<file path="src/rtl/envmon_pkg.sv">
`timescale 1ns/1ps
// Package: shared widths, bit positions and reset value of the
// environmental event register. Assumes a 16-bit register word.
package envmon_pkg;
    localparam int REG_W    = 16;
    localparam int N_SINT   = 3;
    localparam int N_CRIT   = 2;
    localparam int N_PSU    = 2;

    localparam int SINT_LSB = 0;
    localparam int CRIT_LSB = SINT_LSB + N_SINT;
    localparam int SMSK_BIT = CRIT_LSB + N_CRIT;
    localparam int NMSK_BIT = SMSK_BIT + 1;
    localparam int POFF_BIT = NMSK_BIT + 1;
    localparam int PMSK_BIT = POFF_BIT + 1;
    localparam int PSU_LSB  = PMSK_BIT + 1;
    localparam int USED_W   = PSU_LSB + N_PSU;

    typedef struct packed {
        logic sint_mask;
        logic nmi_mask;
        logic psu_mask;
        logic power_off;
    } ctrl_t;

    // Reset value: all masks set, everything else clear.
    function automatic logic [REG_W-1:0] reset_word();
        logic [REG_W-1:0] w;
        w = '0;
        w[SMSK_BIT] = 1'b1;
        w[NMSK_BIT] = 1'b1;
        w[PMSK_BIT] = 1'b1;
        return w;
    endfunction
endpackage

</file>
<file path="src/rtl/envmon_edge_det.sv">
`timescale 1ns/1ps
// Edge detector: one-cycle pulse per lane on a rising edge, or on any
// edge when ANY_EDGE is set. Inputs are assumed synchronous to clk.
// During reset the history register tracks the input, so a level that
// is already present at reset release produces no pulse.
module envmon_edge_det #(
    parameter int W        = 1,
    parameter bit ANY_EDGE = 1'b0
) (
    input  logic         clk,
    input  logic         rst_n,
    input  logic [W-1:0] sig_in,
    output logic [W-1:0] edge_out
);
    logic [W-1:0] prev_q;

    // Keep last sampled level (follows input while in reset).
    always_ff @(posedge clk) begin
        prev_q <= sig_in;
    end

    generate
        if (ANY_EDGE) begin : g_any
            // Pulse on either transition, suppressed in reset.
            always_comb edge_out = rst_n ? (sig_in ^ prev_q) : '0;
        end else begin : g_rise
            // Pulse on low-to-high transition, suppressed in reset.
            always_comb edge_out = rst_n ? (sig_in & ~prev_q) : '0;
        end
    endgenerate
endmodule

</file>
<file path="src/rtl/envmon_event_latch.sv">
`timescale 1ns/1ps
// Event latch: per-lane status bit set by a pulse. With CLEARABLE set,
// a qualified write-one clears it, and a same-cycle set wins.
// Without CLEARABLE, bits are sticky until reset.
module envmon_event_latch #(
    parameter int W         = 1,
    parameter bit CLEARABLE = 1'b1
) (
    input  logic         clk,
    input  logic         rst_n,
    input  logic [W-1:0] set_pulse,
    input  logic [W-1:0] clr_req,
    output logic [W-1:0] state_q
);
    generate
        if (CLEARABLE) begin : g_w1c
            // Clear on request, then apply new events on top.
            always_ff @(posedge clk) begin
                if (!rst_n) state_q <= '0;
                else        state_q <= (state_q & ~clr_req) | set_pulse;
            end
        end else begin : g_sticky
            logic [W-1:0] unused_clr;
            always_comb unused_clr = clr_req;
            // Accumulate events; only reset clears.
            always_ff @(posedge clk) begin
                if (!rst_n) state_q <= '0;
                else        state_q <= state_q | set_pulse;
            end
        end
    endgenerate
endmodule

</file>
<file path="src/rtl/envmon_ctrl_reg.sv">
`timescale 1ns/1ps
// Control bits: three masks and the power-off request, all plain
// read/write from the register write port. Masks reset to 1.
module envmon_ctrl_reg
    import envmon_pkg::*;
(
    input  logic             clk,
    input  logic             rst_n,
    input  logic             wr_en,
    input  logic [REG_W-1:0] wr_data,
    output ctrl_t            ctrl_q
);
    // Load control fields on a write; reset to masked, power on.
    always_ff @(posedge clk) begin
        if (!rst_n) begin
            ctrl_q.sint_mask <= 1'b1;
            ctrl_q.nmi_mask  <= 1'b1;
            ctrl_q.psu_mask  <= 1'b1;
            ctrl_q.power_off <= 1'b0;
        end else if (wr_en) begin
            ctrl_q.sint_mask <= wr_data[SMSK_BIT];
            ctrl_q.nmi_mask  <= wr_data[NMSK_BIT];
            ctrl_q.psu_mask  <= wr_data[PMSK_BIT];
            ctrl_q.power_off <= wr_data[POFF_BIT];
        end
    end
endmodule

</file>
<file path="src/rtl/envmon_status_reg.sv">
`timescale 1ns/1ps
// Top: environmental event status/control register. Edge-detects the
// event sources, latches them (write-one-to-clear or sticky), holds
// masks and power-off, and forms the maskable and NMI requests.
// Assumes all inputs are synchronous to clk.
module envmon_status_reg
    import envmon_pkg::*;
(
    input  logic             clk,
    input  logic             rst_n,
    input  logic             wr_en,
    input  logic [REG_W-1:0] wr_data,
    output logic [REG_W-1:0] rd_data,
    input  logic             cpu_temp_ok_in,
    input  logic             cpu_temp_fail_in,
    input  logic             encl_fan_fail_in,
    input  logic             encl_temp_crit_in,
    input  logic             cpu_fan_crit_in,
    input  logic             psu1_good_in,
    input  logic             psu2_good_in,
    output logic             irq_o,
    output logic             nmi_o,
    output logic             power_off_o
);
    logic [N_SINT-1:0] sint_src, sint_edge, sint_clr, sint_q;
    logic [N_CRIT-1:0] crit_src, crit_edge, crit_clr, crit_q;
    logic [N_PSU-1:0]  psu_src,  psu_edge,  psu_clr,  psu_q;
    ctrl_t             ctrl_q;

    // Gather source pins into lane vectors.
    always_comb begin
        sint_src = {encl_fan_fail_in, cpu_temp_fail_in, cpu_temp_ok_in};
        crit_src = {cpu_fan_crit_in, encl_temp_crit_in};
        psu_src  = {psu2_good_in, psu1_good_in};
    end

    // Qualify write-one-to-clear requests by the write strobe.
    always_comb begin
        sint_clr = wr_en ? wr_data[SINT_LSB +: N_SINT] : '0;
        crit_clr = '0;
        psu_clr  = wr_en ? wr_data[PSU_LSB +: N_PSU] : '0;
    end

    envmon_edge_det #(.W(N_SINT), .ANY_EDGE(1'b0)) u_sint_edge (
        .clk(clk), .rst_n(rst_n), .sig_in(sint_src), .edge_out(sint_edge));
    envmon_edge_det #(.W(N_CRIT), .ANY_EDGE(1'b0)) u_crit_edge (
        .clk(clk), .rst_n(rst_n), .sig_in(crit_src), .edge_out(crit_edge));
    envmon_edge_det #(.W(N_PSU), .ANY_EDGE(1'b1)) u_psu_edge (
        .clk(clk), .rst_n(rst_n), .sig_in(psu_src), .edge_out(psu_edge));

    envmon_event_latch #(.W(N_SINT), .CLEARABLE(1'b1)) u_sint_lat (
        .clk(clk), .rst_n(rst_n), .set_pulse(sint_edge), .clr_req(sint_clr),
        .state_q(sint_q));
    envmon_event_latch #(.W(N_CRIT), .CLEARABLE(1'b0)) u_crit_lat (
        .clk(clk), .rst_n(rst_n), .set_pulse(crit_edge), .clr_req(crit_clr),
        .state_q(crit_q));
    envmon_event_latch #(.W(N_PSU), .CLEARABLE(1'b1)) u_psu_lat (
        .clk(clk), .rst_n(rst_n), .set_pulse(psu_edge), .clr_req(psu_clr),
        .state_q(psu_q));

    envmon_ctrl_reg u_ctrl (
        .clk(clk), .rst_n(rst_n), .wr_en(wr_en), .wr_data(wr_data),
        .ctrl_q(ctrl_q));

    // Assemble the read word; unused positions read zero.
    always_comb begin
        rd_data                          = '0;
        rd_data[SINT_LSB +: N_SINT]      = sint_q;
        rd_data[CRIT_LSB +: N_CRIT]      = crit_q;
        rd_data[SMSK_BIT]                = ctrl_q.sint_mask;
        rd_data[NMSK_BIT]                = ctrl_q.nmi_mask;
        rd_data[POFF_BIT]                = ctrl_q.power_off;
        rd_data[PMSK_BIT]                = ctrl_q.psu_mask;
        rd_data[PSU_LSB +: N_PSU]        = psu_q;
    end

    // Form the two interrupt requests and the power-off output.
    always_comb begin
        irq_o       = ((|sint_q) & ~ctrl_q.sint_mask) |
                      ((|psu_q)  & ~ctrl_q.psu_mask);
        nmi_o       = (|crit_q) & ~ctrl_q.nmi_mask;
        power_off_o = ctrl_q.power_off;
    end
endmodule

</file>
<file path="config.mk">
export PLATFORM = sky130hd
export DESIGN_NAME = envmon_status_reg
export DESIGN_NICKNAME = d
export VERILOG_FILES = /design/src/rtl/envmon_pkg.sv /design/src/rtl/envmon_edge_det.sv /design/src/rtl/envmon_event_latch.sv /design/src/rtl/envmon_ctrl_reg.sv /design/src/rtl/envmon_status_reg.sv
export SDC_FILE = /design/constraint.sdc
export NUM_CORES = 1
export LEC_CHECK = 0
export ABC_AREA = 1
export BUFFER_PORTS_ARGS = -buffer_cell sky130_fd_sc_hd__buf_2
export CAP_MARGIN = 10
export CORE_MARGIN = 2
export CORE_UTILIZATION = 42
export DETAILED_ROUTE_END_ITERATION = 10
export GPL_ROUTABILITY_DRIVEN = 0
export HOLD_SLACK_MARGIN = 0.12
export PLACE_DENSITY = 0.81
export REMOVE_ABC_BUFFERS = 1
export SLEW_MARGIN = 0
export SYNTH_ARGS = -nofsm -noshare
export SYNTH_HDL_FRONTEND = slang
export SYNTH_SLANG_ARGS = --single-unit
</file>
<file path="constraint.sdc">
create_clock -name clk -period 1.2 [get_ports clk]
set_clock_uncertainty 0.15 [all_clocks]
set_input_delay 0.18 -clock clk [delete_from_list [all_inputs] [get_ports clk]]
set_output_delay 0.18 -clock clk [all_outputs]
set_load 0.05 [all_outputs]
</file>
==> results of run 1 <==
registers in the layout, indices dropped and copies added, names as in the netlist:
signal and cells:
u_sint_edge.prev_q 3, u_psu_edge.prev_q 2, u_sint_lat.state_q 3, u_psu_lat.state_q 2
u_ctrl.ctrl_q 4, u_crit_edge.prev_q 2, u_crit_lat.state_q 2
worst paths after layout:
kind / from / endpoint / depth (start not counted)
setup reg to reg: u_crit_lat.state_q[1]$_SDFF_PN0_ / u_crit_lat.state_q[1]$_SDFF_PN0_ / 3
hold reg to reg: u_crit_edge.prev_q[0]$_DFF_P_ / u_crit_lat.state_q[0]$_SDFF_PN0_ / 3
hold / removal: u_crit_edge.prev_q[0]$_DFF_P_ / u_crit_lat.state_q[0]$_SDFF_PN0_ / 3
setup / recovery: u_sint_lat.state_q[1]$_SDFF_PN0_ / irq_o / 5
where the power goes:
group,internal [mW],total [mW],switching (mW)
Combinational,0.151,0.388,0.236
Sequential,0.640,0.668,0.0277
Clock,0.116,0.289,0.172
Total,0.908,1.34,0.436
timing repair:
| action | in CTS | in global routing |
|---|---|---|
| pin swaps | 3 | 3 |
| setup buffers | 1 | 2 |
| setup endpoints to repair | 14 | 14 |
| hold buffers | 18 | 0 |
| gates resized for setup | 22 | 22 |
| hold endpoints to repair | 18 | 0 |
stage by stage:
stage,power [mW],worst slack [ns],TNS [ns]
after floorplan,0.874,-0.953,-1.90
after global placement,0.950,0.0544,0
after detailed placement,0.956,0.0526,0
after CTS,1.31,-0.197,-0.433
after global routing,1.40,-0.261,-0.478
final,1.34,-0.182,-0.315
worst min-delay path: cells and delay by family (launching register included):
| kind | cells | cell delay, ns |
|---|---|---|
| buffers and inverters | 1 | 0.03 |
| AOI/OAI and AO/OA | 1 | 0.05 |
| and+or+nand+nor | 1 | 0.04 |
| DFF | 1 | 0.32 |
area by class of cell:
cell class                 instances  area, sq um
inverter                          15         56.3
multi-input combinational         50          221
fill                             111          380
sequential                        18          372
clock buffer                       3         22.5
timing repair buffer              53          434
tap                               16         20.0
routing by layer:
| layer | global-route usage (%) | share of wire, % | up-vias |
|---|---|---|---|
| li1 | - | - | 353 |
| met2 | 32.4 | 53 | 21 |
| met5 | 0 | 0 | - |
| met4 | 9.09 | 1.3 | 0 |
| met1 | 18.6 | 41 | 304 |
| met3 | 3.33 | 5.2 | 4 |
cells in the mapped netlist:
| cell type | instances | share of area (%) |
|---|---|---|
| buf_4 | 6 | 6.7 |
| a21oi_1 | 8 | 6.0 |
| o21ai_0 | 3 | 2.2 |
| buf_6 | 1 | 1.7 |
| a21oi_2 | 1 | 1.3 |
| nand2_1 | 26 | 15 |
| inv_1 | 14 | 7.9 |
| conb_1 | 1 | 0.56 |
| nor2_1 | 4 | 2.2 |
| inv_2 | 1 | 0.56 |
| dfxtp_1 | 18 | 54 |
| nand2_2 | 1 | 0.94 |
| nand3_1 | 2 | 1.5 |
cells by family (layout without fill, tap and decap cells):
kind of cell	after synthesis	in the layout	share of synthesized area, %
AO/OA/AOI/OAI	12	12	9.53
buffers and inverters	22	71	16.8
flip-flops	18	18	53.8
other	1	5	0.560
AND/OR/NAND/NOR	33	33	19.3
==> results.md, run 1 <==
- I/O Pins: 45
- Finished Core Util: 74.8%
- Reg clk slew, reported paths: approximately 0.10 ns
- Fmax: between 700 and 800 MHz
- Crit-path slowest cell: dfxtp_2
- Num rows: 14
- Clk_lat worst skew: 0.28 ns
- Hold WC Path Type: flop to flop
- CTS tree: yes
- Largest net degree at the start of global routing: 12
- Critical path endpoint category: primary output
- Ant diodes: 0
- Layout cells sized above 1: just under 40%
- Synth cell types: 13
- Detailed-route wire length: 1740 microns
- DRC: 0
- Most used cell, CP: nand2_1
- Wire per inst: 11.3 microns
- Max Cap Viol: 0
- Initial Util: 44.4%
- Worst-path cell chain: nor2_2, nand2_1, nand2_1, o21ai_2, buf_6
- Critical Path AT: 1.05 ns
- Mean post-synth cell area: 7.78 sq um
- CP peak stage delay: 0.34 ns
- Crit-path max FO: 2
- Vias in the first global route: a little over 600
- Post-route cell area: roughly 1100 sq um
- Nets: ~170
- 1st-iter DRT viols: 9
- Full die area: 1930 sq um
- Die width: 43.9 microns
- Fin cells: 155
- Mapped Area: 669 sq um
- Seq/Total Area, Yosys: 53.8%
- Final setup viols: 3
- Initial antenna violation count: 0
- Leak pwr: 0.589 nW
- Most common cell after layout, fill and taps aside: nand2_1
- Via count: 682
- Inst Count DP: around 130
- Cell count after synthesis: 86
- First-pass GRT wire length: 2480 microns
- Tmin final: 1.38 ns
- Clk buf depth: 2
- Critical path data required time: between 0.8 and 0.9 ns
- Min Hold Slack: 0.315 ns
- R2r setup slk: 0.37 ns
- Core area: 1510 sq um
- Routed Antenna Nets: 0
- CP top delay family: flip-flops
- Slew Viols, Final: 0
- Failing checks: negative setup slack
- Syn. warnings: 0
- CTS buffer count: 3
- All-Layer GR Usage: around 18%
- DRT Pass-1 Iters: 4
- Half-perimeter wire length after placement: 958 microns
- Buffers & Inverters on Critical Path: 1
- Final period util: 115%
- Commonest cells after routing, fill and taps aside: nand2_1, dlygate4sd3_1, buf_2
- Worst vdd ir: 849 uV
- Residual overflow from global routing: 0
- Clk root buf: clkbuf_4
- Worst Setup Start Kind: flop
- P&R area growth vs syn: 68.2%
- Post-Place Cell Area: 808 sq um
- RSZ-0062 raised after global routing: true
- Worst setup margin: -0.182 ns
- Die Span Y: 43.9 microns
- Status: complete, but fails checks
- H-tree depth: 1
- Number of synthesized register bits: 18
- # clock sinks: 18
- Crit Path Category: flop to primary output
- Pwr Density: 1190 nW/um^2
- Via/cell ratio: 4.40
- PortBufs: 32
- Fin. Hold Viols: 0
(Power assumes the default switching activity.)
==> run 2, diff against run 1 <==
--- a/config.mk
+++ b/config.mk
@@ -5,15 +5,14 @@
 export SDC_FILE = /design/constraint.sdc
 export NUM_CORES = 1
 export LEC_CHECK = 0
-export ABC_AREA = 1
 export BUFFER_PORTS_ARGS = -buffer_cell sky130_fd_sc_hd__buf_2
 export CAP_MARGIN = 10
 export CORE_MARGIN = 2
-export CORE_UTILIZATION = 42
+export CORE_UTILIZATION = 41
 export DETAILED_ROUTE_END_ITERATION = 10
 export GPL_ROUTABILITY_DRIVEN = 0
 export HOLD_SLACK_MARGIN = 0.12
-export PLACE_DENSITY = 0.81
+export PLACE_DENSITY = 0.8
 export REMOVE_ABC_BUFFERS = 1
 export SLEW_MARGIN = 0
 export SYNTH_ARGS = -nofsm -noshare
==> results.md, run 2 <==
- Status: complete, but fails checks
- Failing checks: negative setup slack
- EDFF count, synth: 0
- CP peak stage delay: 0.34 ns
- Power Total: 1.34 mW
- Vias in the first global route: 564
- Post-synthesis xor/xnor area fraction: 2.72%
- Post-synthesis adder-cell area fraction: 0%
- Die width: 43.6 microns
- Post-synth top flop: dfxtp_1
- First-pass GRT wire length: 2480 microns
- Cell count after synthesis: 59
- PortBufs: 32
- Mapped Area: around 640 sq um
- Critical path data required time: about 0.87 ns
- P&R area growth vs syn: 73.6%
- TNS Setup: -0.526 ns
- Top cell type's share of synthesized area: 55.9%
- Critical path endpoint category: primary output
- Number of synthesized register bits: 18
- Largest family of logic cells by synthesized area: compound AO/OA/AOI/OAI gates
- Worst setup margin: -0.243 ns
- Layout cells sized above 1: 47.7%
- Clk buf depth: 2
- Max reg flops: 4
- Synth cell types: 14
- Tmin final: 1.44 ns
- Via/cell ratio: approximately 4.6
- Crit-path max FO: 2
- Initial antenna violation count: 0
- CTS tree: yes
- Final setup viols: 5
- DRT Pass-1 Iters: 1
- Fmax: 693 MHz
- Finished Core Util: 75.1%
- Wire per inst: 12.4 microns
- Reg clk slew, reported paths: 0.10 ns
- Simple-Gate Fraction of Synth Area: roughly a tenth
- Core area: ~1500 sq um
- Syn. warnings: 0
- Num rows: 14
- Leak pwr: 0.521 nW
- Routed Antenna Nets: 0
- CP top delay family: flip-flops
- Max Cap Viol: 0
- Nets: 139
- Post-Place Worst Slack: 0.0413 ns
- Initial Util: 43.3%
- Most area-hungry cell type in the Yosys netlist: dfxtp_1
- Worst-path cell chain: nor3_2, o22ai_1, buf_4
- Min Hold Slack: 0.144 ns
- Worst vdd ir: 669 uV
- Buffers & Inverters on Critical Path: 1
- Detailed-route wire length: 1580 microns
- Clk_lat worst skew: 0.29 ns
- Most common cell after layout, fill and taps aside: buf_2
- Compound-Gate Fraction of Synth Area: 15.0%
- All-Layer GR Usage: 18.0%
- Top cells by area, synth: dfxtp_1, o21a_1, buf_4
- H-tree depth: 1
- Synth async-reset ratio: 0%
- 1st-iter DRT viols: 0
- Critical Path AT: 1.11 ns
- Reg with most FFs: u_ctrl.ctrl_q
- # clock sinks: 18
- Ant diodes: 0
- Half-perimeter wire length after placement: 929 microns
- Via count: 580
- Largest registers: u_ctrl.ctrl_q: 4 flops, u_sint_edge.prev_q: 3 flops, u_sint_lat.state_q: 3 flops
- Largest net degree at the start of global routing: 12
- Fin. Hold Viols: 0
- Count leader, synth: dfxtp_1
- Post-synthesis mux area share: 6.21%
- I/O Pins: 45
- Full die area: roughly 1900 sq um
- Final period util: 120%
- Seq/Total Area, Yosys: 55.9%
- Slew Viols, Final: 0
- Worst Setup Start Kind: flop
- Commonest cells after routing, fill and taps aside: buf_2, dlygate4sd3_1, buf_6
- Clk root buf: clkbuf_4
- Hold WC Path Type: input port to flop
- Residual overflow from global routing: 0
- Pwr Density: 1200 nW/um^2
- Die Span Y: 43.6 microns
- Crit Path Category: flop to primary output
- DRC: 0
- Crit-path slowest cell: dfxtp_2
- Mean post-synth cell area: 10.9 sq um
- CTS buffer count: 3
- Most instantiated cells after synthesis: dfxtp_1, o21a_1, buf_4, nor2b_1, a21boi_1
- RSZ-0062 raised after global routing: true
==> run 2: changes by cell type in the layout (fill, tap and decap cells not counted), moves of 3 or more <==
cell,delta
a21oi_1,-7
inv_2,-3
o21a_1,+7
a21boi_1,+5
nand2_1,-23
inv_1,-12
buf_4,-4
nor2b_1,+6
mux2i_1,+4
==> run 2: layer usage <==
layer / vias to the layer above / track usage [%] / share of wire, %
met5: - / 0 / 0
met4: 0 / 7.27 / 0.76
met3: 2 / 3.75 / 4.4
met2: 22 / 32.6 / 55
met1: 269 / 20.4 / 39
li1: 287 / - / -
==> run 2: cell type report <==
cell class                      count  area, sq um
Fill cell                          96          370
Clock buffer                        3         22.5
Timing Repair Buffer               53          452
Tap cell                           16         20.0
Sequential cell                    18          377
Multi-Input combinational cell     37          248
==> run 2: timing repair <==
action / in CTS / in global routing
hold buffers: 17 / 0
buffers inserted: 1 / 2
gates resized for setup: 28 / 18
pin swaps: 1 / 1
hold endpoints to repair: 18 / 0
endpoints found under the setup margin: 14 / 13
==> run 2: stage by stage <==
step,instances,area [sq um]
floorplan,55,598
global placement,105,793
detailed placement,105,793
CTS,126,1070
global route,127,1120
finish,127,1120
==> run 2: logic make-up after synthesis <==
logic type | Yosys count
buffers and inverters | 8
other | 1
AND/OR/NAND/NOR | 13
AO/OA/AOI/OAI | 13
multiplexers | 4
XOR/XNOR | 2
flip-flops | 18
==> run 2: worst register-to-register path, stage by stage (launching register included) <==
cell	delay, ns
dfxtp_2	0.34
buf_4	0.13
buf_6	0.11
a21boi_1	0.11
o21a_1	0.17
==> run 2: path summary, 6_finish.rpt <==
path / to / start / cells past startpoint / slack, ns
worst max-delay path: irq_o / u_sint_lat.state_q[2]$_SDFF_PN0_ / 3 / -0.24
worst min register to register: u_ctrl.ctrl_q[3]$_SDFFE_PN1P_ / u_ctrl.ctrl_q[3]$_SDFFE_PN1P_ / 2 / 0.35
worst max register to register: u_sint_lat.state_q[0]$_SDFF_PN0_ / u_sint_lat.state_q[0]$_SDFF_PN0_ / 4 / 0.09
worst min-delay path: u_ctrl.ctrl_q[2]$_SDFFE_PN1P_ / wr_en / 3 / 0.14
==> run 2: power breakdown <==
group | internal [mW] | total, mW | switching (mW) | leakage [nW]
logic | 0.164 | 0.379 | 0.215 | 0.355
clock network | 0.117 | 0.290 | 0.173 | 0.0138
registers | 0.640 | 0.669 | 0.0289 | 0.152
total | 0.921 | 1.34 | 0.417 | 0.521
==> run 3, diff against run 2 <==
--- a/config.mk
+++ b/config.mk
@@ -7,6 +7,7 @@
 export LEC_CHECK = 0
 export BUFFER_PORTS_ARGS = -buffer_cell sky130_fd_sc_hd__buf_2
 export CAP_MARGIN = 10
+export CORE_ASPECT_RATIO = 0.9
 export CORE_MARGIN = 2
 export CORE_UTILIZATION = 41
 export DETAILED_ROUTE_END_ITERATION = 10
==> results.md, run 3 (same netlist as run 2, synthesis figures left out) <==
- Worst-path cell chain: nor3_2, o22ai_1, buf_4
- Commonest cells after routing, fill and taps aside: buf_2, dlygate4sd3_1, buf_6
- Post-Place Worst Slack: 0.0257 ns
- Clk root buf: clkbuf_4
- Die Span Y: roughly 42 microns
- Finished Core Util: 74.4%
- Vias in the first global route: 527
- All-Layer GR Usage: 16.6%
- First-pass GRT wire length: 2220 microns
- Final setup viols: 3
- PortBufs: 32
- Reg with most FFs: u_ctrl.ctrl_q
- CP peak stage delay: 0.35 ns
- Die width: 45.8 microns
- CP top delay family: flip-flops
- Via count: between 500 and 600
- CTS tree: yes
- Power Total: 1.39 mW
- Most common cell after layout, fill and taps aside: buf_2
- Nets: 136
- Routed Antenna Nets: 0
- Initial antenna violation count: 0
- Layout cells sized above 1: 44.0%
- Pwr Density: 1270 nW/um^2
- Tmin final: about 1.5 ns
- Full die area: 1910 sq um
- Via/cell ratio: 4.48
- Slew Viols, Final: 0
- Hold WC Path Type: input port to flop
- H-tree depth: 1
- Detailed-route wire length: 1510 microns
- Fin cells: 124
- Multi-input logic area: 243 sq um
- Crit-path slowest cell: dfxtp_2
- Fmax: around 700 MHz
- Failing checks: negative setup slack
- Crit Path Category: flop to primary output
- Fill cells: 101
- Worst setup margin: -0.263 ns
- Buffers & Inverters on Critical Path: 1
- Fin. Hold Viols: 0
- Ant diodes: 0
- CTS buffer count: 3
- Clk buf depth: 2
- Leak pwr: between 0.5 and 0.6 nW
- DRT Pass-1 Iters: 4
- Reg clk slew, reported paths: 0.10 ns
- Max Cap Viol: 0
- Clk_lat worst skew: 0.29 ns
- 1st-iter DRT viols: 4
- Final period util: 122%
- Residual overflow from global routing: 0
- Critical Path AT: around 1.1 ns
- P&R area growth vs syn: 68.9%
- Register area: 373 sq um
- Critical path endpoint category: primary output
- Num rows: 13
- # clock sinks: 18
- Largest registers: u_ctrl.ctrl_q: 4 flops, u_sint_edge.prev_q: 3 flops, u_sint_lat.state_q: 3 flops
- Worst vdd ir: between 900 and 1000 uV
- Status: complete, but fails checks
- Crit-path max FO: 3
- Worst Setup Start Kind: flop
- Max reg flops: 4
- DRC: 0
- Inst Count DP: just over 100
- I/O Pins: 45
- Critical path data required time: 0.87 ns
- Core area: 1460 sq um
- Largest net degree at the start of global routing: 12
- Initial Util: 44.0%
- RSZ-0062 raised after global routing: true
- Wire per inst: ~12 microns
==> run 3: final cells by class <==
class / instances / area share, %
Tap cell: 15 / 1.72
Sequential cell: 18 / 34.3
Clock buffer: 4 / 3.33
Multi-Input combinational cell: 37 / 22.3
Timing Repair Buffer: 50 / 38.4
==> run 3: worst paths after layout <==
check | start | end | slack [ns] | cells after the start
worst min-delay path | wr_en | u_ctrl.ctrl_q[3]$_SDFFE_PN1P_ | 0.13 | 3
worst max-delay path | u_sint_lat.state_q[0]$_SDFF_PN0_ | irq_o | -0.26 | 3
worst min register to register | u_crit_lat.state_q[0]$_SDFF_PN0_ | u_crit_lat.state_q[0]$_SDFF_PN0_ | 0.35 | 1
worst max register to register | u_sint_lat.state_q[2]$_SDFF_PN0_ | u_sint_lat.state_q[2]$_SDFF_PN0_ | 0.21 | 3
==> run 3: worst min-delay path: stages <==
cell and delay (ns):
buf_2 0.17, mux2i_1 0.14, nand2_1 0.06
==> run 3: timing repair <==
| action | in CTS | in global routing |
|---|---|---|
| hold endpoints to repair | 18 | 0 |
| gates resized for setup | 22 | 16 |
| setup endpoints to repair | 14 | 13 |
| hold buffers | 17 | 0 |
| setup buffers | 1 | 0 |
| pin swaps | 1 | 0 |
| cloned | 0 | 0 |
==> run 3: stage by stage <==
step | instance area, sq um | hold slack [ns] | TNS, ns
after floorplan | 598 | 0.0577 | -1.49
after global placement | 777 | 0.142 | 0
after detailed placement | 777 | 0.147 | 0
after CTS | 1050 | 0.127 | -0.470
after global routing | 1090 | 0.138 | -0.566
final | 1090 | 0.134 | -0.403
==> run 3: per-layer routing <==
| metal | part of all wire, % | up-vias | track usage, % |
|---|---|---|---|
| met5 | 0 | - | 0 |
| met4 | 0 | 0 | 5.14 |
| met3 | 4.7 | 0 | 5.22 |
| met2 | 55 | 21 | 29.6 |
| met1 | 41 | 252 | 18.1 |
| li1 | - | 283 | - |
==> run 3: where the power goes <==
part / internal (mW) / switching (mW)
sequential: 0.640 / 0.0278
clock: 0.185 / 0.175
combinational: 0.151 / 0.208
total: 0.976 / 0.411
